`src/rtl/rng_pkg.sv`:
```
package rng_pkg;
  localparam int ADDR_W = 8;
  localparam int REG_W  = 32;

  localparam logic [ADDR_W-1:0] A_ID     = 8'h00;
  localparam logic [ADDR_W-1:0] A_VER    = 8'h01;
  localparam logic [ADDR_W-1:0] A_CTRL   = 8'h04;
  localparam logic [ADDR_W-1:0] A_STAT   = 8'h05;
  localparam logic [ADDR_W-1:0] A_RAND   = 8'h08;
  localparam logic [ADDR_W-1:0] A_ROUNDS = 8'h0C;
  localparam logic [ADDR_W-1:0] A_LIM_LO = 8'h0D;
  localparam logic [ADDR_W-1:0] A_LIM_HI = 8'h0E;
  localparam logic [ADDR_W-1:0] A_CNT_LO = 8'h10;
  localparam logic [ADDR_W-1:0] A_CNT_HI = 8'h11;

  typedef enum logic [2:0] {
    ST_IDLE  = 3'd0,
    ST_SEED  = 3'd1,
    ST_INIT  = 3'd2,
    ST_WAIT  = 3'd3,
    ST_SERVE = 3'd4
  } ctl_st_t;
endpackage

```
`src/rtl/rng_seed_split.sv`:
```
module rng_seed_split #(
  parameter int SEED_W = 512,
  parameter int KEY_W  = 256,
  parameter int IV_W   = 64,
  parameter int CTR_W  = 64
) (
  input  logic              clk,
  input  logic              rst_n,
  input  logic              load,
  input  logic [SEED_W-1:0] seed,
  output logic [KEY_W-1:0]  key,
  output logic [IV_W-1:0]   iv,
  output logic [CTR_W-1:0]  ctr
);
  localparam int REM_W  = SEED_W - KEY_W - IV_W - CTR_W;
  localparam int IV_LO  = KEY_W;
  localparam int CTR_LO = KEY_W + IV_W;

  logic [KEY_W-1:0] key_d;
  logic [KEY_W-1:0] key_q;
  logic [IV_W-1:0]  iv_q;
  logic [CTR_W-1:0] ctr_q;

  generate
    if (REM_W > 0) begin : g_fold
      always_comb begin
        key_d = seed[KEY_W-1:0];
        key_d[REM_W-1:0] = key_d[REM_W-1:0] ^ seed[SEED_W-1 -: REM_W];
      end
    end else begin : g_plain
      assign key_d = seed[KEY_W-1:0];
    end
  endgenerate

  always_ff @(posedge clk or negedge rst_n) begin
    if (!rst_n) begin
      key_q <= '0;
      iv_q  <= '0;
      ctr_q <= '0;
    end else if (load) begin
      key_q <= key_d;
      iv_q  <= seed[IV_LO +: IV_W];
      ctr_q <= seed[CTR_LO +: CTR_W];
    end
  end

  assign key = key_q;
  assign iv  = iv_q;
  assign ctr = ctr_q;
endmodule

```
`src/rtl/rng_word_buf.sv`:
```
module rng_word_buf #(
  parameter int BLK_W  = 512,
  parameter int WORD_W = 32
) (
  input  logic              clk,
  input  logic              rst_n,
  input  logic              load,
  input  logic [BLK_W-1:0]  blk,
  input  logic              pop,
  input  logic              flush,
  output logic              valid,
  output logic [WORD_W-1:0] word
);
  localparam int NWORDS = BLK_W / WORD_W;
  localparam int IDX_W  = (NWORDS > 1) ? $clog2(NWORDS) : 1;
  localparam logic [IDX_W-1:0] IDX_LAST = IDX_W'(NWORDS - 1);

  logic [BLK_W-1:0] blk_q, blk_d;
  logic [IDX_W-1:0] idx_q, idx_d;
  logic             vld_q, vld_d;
  logic             blk_en;

  always_comb begin
    blk_d  = blk_q;
    blk_en = 1'b0;
    idx_d  = idx_q;
    vld_d  = vld_q;
    if (flush) begin
      vld_d = 1'b0;
    end else if (load) begin
      blk_d  = blk;
      blk_en = 1'b1;
      idx_d  = '0;
      vld_d  = 1'b1;
    end else if (pop && vld_q) begin
      if (idx_q == IDX_LAST) begin
        vld_d = 1'b0;
      end else begin
        idx_d = idx_q + 1'b1;
      end
    end
  end

  always_ff @(posedge clk or negedge rst_n) begin
    if (!rst_n) begin
      idx_q <= '0;
      vld_q <= 1'b0;
    end else begin
      idx_q <= idx_d;
      vld_q <= vld_d;
    end
  end

  always_ff @(posedge clk or negedge rst_n) begin
    if (!rst_n) begin
      blk_q <= '0;
    end else if (blk_en) begin
      blk_q <= blk_d;
    end
  end

  assign valid = vld_q;
  assign word  = vld_q ? blk_q[idx_q*WORD_W +: WORD_W] : '0;
endmodule

```
`src/rtl/rng_blk_count.sv`:
```
module rng_blk_count #(
  parameter int CNT_W = 64
) (
  input  logic             clk,
  input  logic             rst_n,
  input  logic             clear,
  input  logic             incr,
  input  logic [CNT_W-1:0] limit,
  output logic [CNT_W-1:0] count,
  output logic             at_limit
);
  logic [CNT_W-1:0] cnt_q, cnt_d;

  always_comb begin
    cnt_d = cnt_q;
    if (clear) begin
      cnt_d = '0;
    end else if (incr) begin
      cnt_d = cnt_q + 1'b1;
    end
  end

  always_ff @(posedge clk or negedge rst_n) begin
    if (!rst_n) begin
      cnt_q <= '0;
    end else begin
      cnt_q <= cnt_d;
    end
  end

  assign count    = cnt_q;
  assign at_limit = (cnt_q >= limit);
endmodule

```
`src/rtl/rng_reseed_ctrl.sv`:
```
module rng_reseed_ctrl
  import rng_pkg::*;
#(
  parameter int          SEED_W     = 512,
  parameter int          KEY_W      = 256,
  parameter int          IV_W       = 64,
  parameter int          CTR_W      = 64,
  parameter int          BLK_W      = 512,
  parameter int          RND_W      = 5,
  parameter int          DEF_ROUNDS = 8,
  parameter logic [63:0] DEF_LIMIT  = 64'h0000_0001_0000_0000,
  parameter logic [31:0] ID_WORD    = 32'h524E_4731,
  parameter logic [31:0] VER_WORD   = 32'h0000_0100
) (
  input  logic              clk,
  input  logic              rst_n,
  input  logic              cs,
  input  logic              we,
  input  logic [ADDR_W-1:0] addr,
  input  logic [REG_W-1:0]  wdata,
  output logic [REG_W-1:0]  rdata,
  output logic              err,
  input  logic              discard,
  output logic              more_seed,
  input  logic              seed_syn,
  input  logic [SEED_W-1:0] seed_data,
  output logic              seed_ack,
  output logic              eng_init,
  output logic              eng_next,
  output logic [KEY_W-1:0]  eng_key,
  output logic [IV_W-1:0]   eng_iv,
  output logic [CTR_W-1:0]  eng_ctr,
  output logic [RND_W-1:0]  eng_rounds,
  input  logic              eng_ready,
  input  logic [BLK_W-1:0]  eng_data,
  input  logic              eng_valid
);
  localparam int CNT_W = 2 * REG_W;
  localparam int PAD_W = REG_W - RND_W;

  ctl_st_t          st_q, st_d;
  logic             en_q, en_d;
  logic             rsd_req_q, rsd_req_d;
  logic [RND_W-1:0] rounds_q, rounds_d;
  logic [CNT_W-1:0] lim_q, lim_d;
  logic             ack_q;

  logic             rd_acc, wr_acc, known, ro;
  logic             seed_take, init_go, next_go, capture;
  logic             buf_valid, buf_pop, buf_flush;
  logic [REG_W-1:0] buf_word;
  logic [CNT_W-1:0] blk_cnt;
  logic             at_limit;

  assign rd_acc = cs && !we;
  assign wr_acc = cs && we;

  // address decode
  always_comb begin
    known = 1'b1;
    ro    = 1'b0;
    case (addr)
      A_ID, A_VER, A_STAT, A_RAND, A_CNT_LO, A_CNT_HI: ro = 1'b1;
      A_CTRL, A_ROUNDS, A_LIM_LO, A_LIM_HI:             ro = 1'b0;
      default:                                          known = 1'b0;
    endcase
  end

  assign err = cs && (!known || (we && ro));

  // read mux
  always_comb begin
    rdata = '0;
    if (rd_acc) begin
      case (addr)
        A_ID:     rdata = ID_WORD;
        A_VER:    rdata = VER_WORD;
        A_CTRL:   rdata = {{(REG_W-2){1'b0}}, rsd_req_q, en_q};
        A_STAT:   rdata = {{(REG_W-1){1'b0}}, buf_valid};
        A_RAND:   rdata = buf_word;
        A_ROUNDS: rdata = {{PAD_W{1'b0}}, rounds_q};
        A_LIM_LO: rdata = lim_q[REG_W-1:0];
        A_LIM_HI: rdata = lim_q[CNT_W-1:REG_W];
        A_CNT_LO: rdata = blk_cnt[REG_W-1:0];
        A_CNT_HI: rdata = blk_cnt[CNT_W-1:REG_W];
        default:  rdata = '0;
      endcase
    end
  end

  // software registers, next state
  always_comb begin
    en_d      = en_q;
    rsd_req_d = rsd_req_q;
    rounds_d  = rounds_q;
    lim_d     = lim_q;
    if (seed_take) begin
      rsd_req_d = 1'b0;
    end
    if (wr_acc) begin
      case (addr)
        A_CTRL: begin
          en_d = wdata[0];
          if (wdata[1]) begin
            rsd_req_d = 1'b1;
          end
        end
        A_ROUNDS: rounds_d = wdata[RND_W-1:0];
        A_LIM_LO: lim_d[REG_W-1:0] = wdata;
        A_LIM_HI: lim_d[CNT_W-1:REG_W] = wdata;
        default: ;
      endcase
    end
  end

  always_ff @(posedge clk or negedge rst_n) begin
    if (!rst_n) begin
      en_q      <= 1'b0;
      rsd_req_q <= 1'b0;
      rounds_q  <= RND_W'(DEF_ROUNDS);
      lim_q     <= DEF_LIMIT;
    end else begin
      en_q      <= en_d;
      rsd_req_q <= rsd_req_d;
      rounds_q  <= rounds_d;
      lim_q     <= lim_d;
    end
  end

  // sequencing
  always_comb begin
    st_d      = st_q;
    seed_take = 1'b0;
    init_go   = 1'b0;
    next_go   = 1'b0;
    capture   = 1'b0;
    case (st_q)
      ST_IDLE: begin
        if (en_q) st_d = ST_SEED;
      end
      ST_SEED: begin
        if (!en_q) begin
          st_d = ST_IDLE;
        end else if (seed_syn) begin
          seed_take = 1'b1;
          st_d      = ST_INIT;
        end
      end
      ST_INIT: begin
        if (!en_q) begin
          st_d = ST_IDLE;
        end else if (eng_ready) begin
          init_go = 1'b1;
          st_d    = ST_WAIT;
        end
      end
      ST_WAIT: begin
        if (!en_q) begin
          st_d = ST_IDLE;
        end else if (eng_valid) begin
          capture = 1'b1;
          st_d    = ST_SERVE;
        end
      end
      ST_SERVE: begin
        if (!en_q) begin
          st_d = ST_IDLE;
        end else if (!buf_valid) begin
          if (rsd_req_q || at_limit) begin
            st_d = ST_SEED;
          end else if (eng_ready) begin
            next_go = 1'b1;
            st_d    = ST_WAIT;
          end
        end
      end
      default: st_d = ST_IDLE;
    endcase
  end

  always_ff @(posedge clk or negedge rst_n) begin
    if (!rst_n) begin
      st_q  <= ST_IDLE;
      ack_q <= 1'b0;
    end else begin
      st_q  <= st_d;
      ack_q <= seed_take;
    end
  end

  assign more_seed  = (st_q == ST_SEED);
  assign seed_ack   = ack_q;
  assign eng_init   = init_go;
  assign eng_next   = next_go;
  assign eng_rounds = rounds_q;

  assign buf_pop   = rd_acc && (addr == A_RAND);
  assign buf_flush = discard || !en_q;

  rng_seed_split #(
    .SEED_W(SEED_W), .KEY_W(KEY_W), .IV_W(IV_W), .CTR_W(CTR_W)
  ) u_split (
    .clk(clk), .rst_n(rst_n), .load(seed_take), .seed(seed_data),
    .key(eng_key), .iv(eng_iv), .ctr(eng_ctr)
  );

  rng_word_buf #(
    .BLK_W(BLK_W), .WORD_W(REG_W)
  ) u_buf (
    .clk(clk), .rst_n(rst_n), .load(capture), .blk(eng_data),
    .pop(buf_pop), .flush(buf_flush), .valid(buf_valid), .word(buf_word)
  );

  rng_blk_count #(
    .CNT_W(CNT_W)
  ) u_cnt (
    .clk(clk), .rst_n(rst_n), .clear(seed_take), .incr(capture),
    .limit(lim_q), .count(blk_cnt), .at_limit(at_limit)
  );
endmodule

```
`config.mk`:
```
export PLATFORM = sky130hd
export DESIGN_NAME = rng_reseed_ctrl
export DESIGN_NICKNAME = d
export VERILOG_FILES = /design/src/rtl/rng_pkg.sv /design/src/rtl/rng_seed_split.sv /design/src/rtl/rng_word_buf.sv /design/src/rtl/rng_blk_count.sv /design/src/rtl/rng_reseed_ctrl.sv
export SDC_FILE = /design/constraint.sdc
export NUM_CORES = 2
export LEC_CHECK = 0
export BUFFER_PORTS_ARGS = -buffer_cell sky130_fd_sc_hd__buf_2
export CAP_MARGIN = 20
export CORE_AREA = 2 2 591 593
export CTS_BUF_LIST = sky130_fd_sc_hd__clkbuf_8
export CTS_CLUSTER_SIZE = 25
export DETAILED_ROUTE_END_ITERATION = 12
export DIE_AREA = 0 0 593 595
export SYNTH_ARGS = -nofsm -noshare
export SYNTH_HDL_FRONTEND = slang
export SYNTH_SLANG_ARGS = --single-unit
```
`constraint.sdc`:
```
create_clock -name clk -period 4.2 [get_ports clk]
set_clock_uncertainty 0.05 [all_clocks]
set_input_delay 0.84 -clock clk [delete_from_list [all_inputs] [get_ports clk]]
set_output_delay 0.84 -clock clk [all_outputs]
set_load 0.1 [all_outputs]
```
==> summary.md <==
| Metric | Value |
|---|---|
| Status | `complete, but fails checks` |
| Failing checks | `setup timing` |
| PD cells | `313.3 nW/um2` |
| CTS tree | `yes` |
| Die Y | `595 um` |
| Commonest cells after routing, fill and taps aside | `nand2_1 (2530), buf_2 (1462), dfrtp_1 (1014)` |
| Total global routing track utilization | `0.2058` |
| DP Wirelength | `308700 um` |
| Critical Path, Cell by Cell | `buf_12 -> buf_12 -> buf_6 -> mux4_2 -> mux4_2 -> nand2_2 -> a31oi_4 -> buf_12` |
| Seq/Total Area, Yosys | `0.5537` |
| DRT antenna net count | `0` |
| Clock Tree Buf Depth | `4` |
| CP Buf/Inv Count | `4` |
| Initial antenna violation count | `340` |
| Final setup margin | `-0.4247 ns` |
| Initial Util | `0.1354` |
| Synthesis Warnings | `0` |
| Site Rows | `217` |
| First-pass GRT wire length | `474600 um` |
| Cell Count Post-Placement | `10990` |
| Total die area | `352800 um2` |
| Post-synth EDFFs | `0` |
| Die W | `593 um` |
| Port Buffers | `1497` |
| I/O pins | `1498` |
| Critical path class | `reg2out` |
| Layout cells sized above 1 | `0.3113` |
| Max incr delay on CP | `0.68 ns` |
| Worst slack, placed | `-0.2566 ns` |
| Core Region | `347300 um2` |
| Crit start category | `register` |
| Max-cap violations | `0` |
| Post-synth net total | `6182` |
| Cell variety after synth | `65` |
| Required @ worst endpoint | `3.31 ns` |
| Drt drc | `0` |
| Slew Viols, Final | `0` |
| CTS Sinks | `1040` |
| RSZ-0062 raised after global routing | `true` |
| FMAX | `0.2162 GHz` |
| Most used cell along the critical path | `buf_12` |
| Clock latency on the worst-skew pair | `1.05 ns` |
| Worst setup EP type | `output port` |
| CP max FO | `5` |
| Ys async rst share | `1.000` |
| Vias per cell | `3.982` |
| Clock root buffer | `clkbuf_8` |
| Syn_area_per_cell | `9.320 um2` |
| WL per Instance | `30.24 um` |
| Most common flop cell mapped by yosys | `dfrtp_1` |
| Clock transition at path regs | `0.07 ns` |
| Post-Syn Instances | `5044` |
| Synthesized flop and latch total | `1040` |
| Vias post-DR | `49650` |
| CTS Buf Count | `196` |
| Mapped Area | `47010 um2` |
| Hold Fails Final Rpt | `0` |
| Routed wire length | `377000 um` |
| Crit path time final | `4.625 ns` |
| Final net count | `8591` |
| Commonest non-fill, non-tap cell in the layout | `nand2_1` |
| # H-tree levels | `4` |
| Setup violations, final | `32` |
| GRT overflow | `0` |
| GP Congestion | `1.012` |
| Slew headroom | `0.3424` |
| Worst-margin pin slew | `0.9864 ns` |
| Iteration-0 DRC Markers | `4817` |
| Cell Count, Final, Fillers Out | `12470` |
| Top Family by Delay on Critical Path | `multiplexers` |
| Max VDD drop | `0.2554 mV` |
| DRT Pass-1 Iters | `6` |
| Final period util | `1.101` |
| Arrival @ worst endpoint | `3.73 ns` |
| Pin count of the biggest net entering global routing | `207` |
| Static Leak | `38.20 nW` |
| Vias in the first global route | `48000` |
| CP max stage cell | `mux4_2` |
| Hold Path Class | `in2reg` |
| Syn-to-layout area delta | `61.68%` |
[cell families after synthesis]
family | Yosys count | synth area share
and+or+nand+nor | 2809 | 0.2352
xor gates and xnor gates | 175 | 0.03260
muxes | 208 | 0.08235
adders and majority gates | 66 | 0.01757
DFF | 1040 | 0.5537
AOI/OAI and AO/OA | 377 | 0.04868
buffers and inverters | 369 | 0.02992
[per-layer routing]
layer,global-route usage,vias up,routed length [um]
met3,0.07927,988,39730
li1,-,21570,-
met2,0.3276,3045,170000
met1,0.2229,23920,134600
met5,0,-,828
met4,0.1482,124,31870
[synthesized netlist by cell type, types with 3 or more instances]
cell type,n,area [um2]
nor3b_1,4,30.03
xor2_1,25,219.0
nor4_1,12,75.07
or3_1,18,112.6
and2_1,5,31.28
buf_2,10,50.05
inv_1,74,277.8
dfrtp_1,1038,25970
nand2_1,2570,9647
a222oi_1,6,60.06
xnor2_1,150,1314
a31oi_1,23,143.9
mux4_2,139,3131
or4_1,8,60.06
o21a_1,4,30.03
mux2_2,40,450.4
nor2_1,67,251.5
clkbuf_1,255,957.2
o211ai_1,3,22.52
nor2b_1,5,31.28
buf_1,27,101.4
a22oi_1,24,180.2
and4_1,11,96.34
nor3_1,17,85.08
a22o_1,12,105.1
a221oi_1,42,367.9
ha_1,66,825.8
a21oi_1,56,280.3
mux2i_1,29,290.3
nand4_1,31,193.9
nand3_1,26,130.1
and3_1,10,62.56
nand2b_1,7,43.79
o21ai_0,188,940.9
[cell type report]
type                       instances  area [um2]
multi-input combinational       3635       20540
timing repair buffer            2505       18430
antenna                          267       668.1
tap                             4599        5754
sequential                      1040       26060
clock inverter                    98       817.0
inverter                          75       291.5
fill                           37900      271300
clock buffer                     250        3441
[what timing repair did]
action,4_1_cts,5_1_grt
endpoints found under the setup margin,33,33
endpoints found under the hold margin,819,0
cloned,5,1
hold buffers,796,0
gates resized for setup,137,50
buffers inserted,45,21
pin swaps,52,46
[stage by stage]
stage               TNS (ns)  utilization  hold WS, ns  instance area [um2]  power [W]
floorplan             -2.641            -       0.3903                47330    0.01081
global placement      -1.440       0.1776       0.4035                61660    0.01202
detailed placement   -0.7711       0.1776       0.4066                61660    0.01202
CTS                   -16.50       0.2159    0.0004026                74980    0.02410
global route          -16.06       0.2182      0.04743                75770    0.02462
finish                -10.75       0.2189       0.1234                76010    0.02381
[final timing paths]
| path | to | from | cells after the start | slack, ns |
|---|---|---|---|---|
| setup / recovery | rdata[29] | u_buf.idx_q[0]$_DFFE_PN0P_ | 8 | -0.42 |
| hold / removal | u_buf.blk_q[24]$_DFFE_PN0P_ | eng_data[24] | 3 | 0.12 |
| setup reg to reg | u_cnt.count[61]$_DFFE_PN0P_ | en_q$_DFFE_PN0P_ | 6 | 0.99 |
| hold reg to reg | u_split.key[213]$_DFFE_PN0P_ | u_split.key[213]$_DFFE_PN0P_ | 2 | 0.42 |
| max in group asynchronous | u_split.iv[0]$_DFFE_PN0P_ | rst_n | 3 | 2.30 |
| min in group asynchronous | u_buf.blk_q[312]$_DFFE_PN0P_ | rst_n | 2 | 0.40 |
[tightest hold or removal path, delay by kind of cell]
kind / cells / cell delay, ns
simple gates: 2 / 0.20
buf+inv: 1 / 0.12
[sequential cells by signal, indices dropped and copies added (netlist names)]
signal,count
en_q,1
eng_rounds,5
lim_q,64
rsd_req_q,1
seed_ack,1
st_q,3
u_buf.blk_q,512
u_buf.idx_q,4
u_buf.valid,1
u_cnt.count,64
u_split.ctr,64
u_split.iv,64
u_split.key,256
[report_power, final]
| part | switching, W | internal [W] |
|---|---|---|
| registers | 0.0000436 | 0.0101 |
| clock network | 0.00512 | 0.00601 |
| logic | 0.00146 | 0.00108 |
No activity file was read; power rests on OpenSTA's default activity.
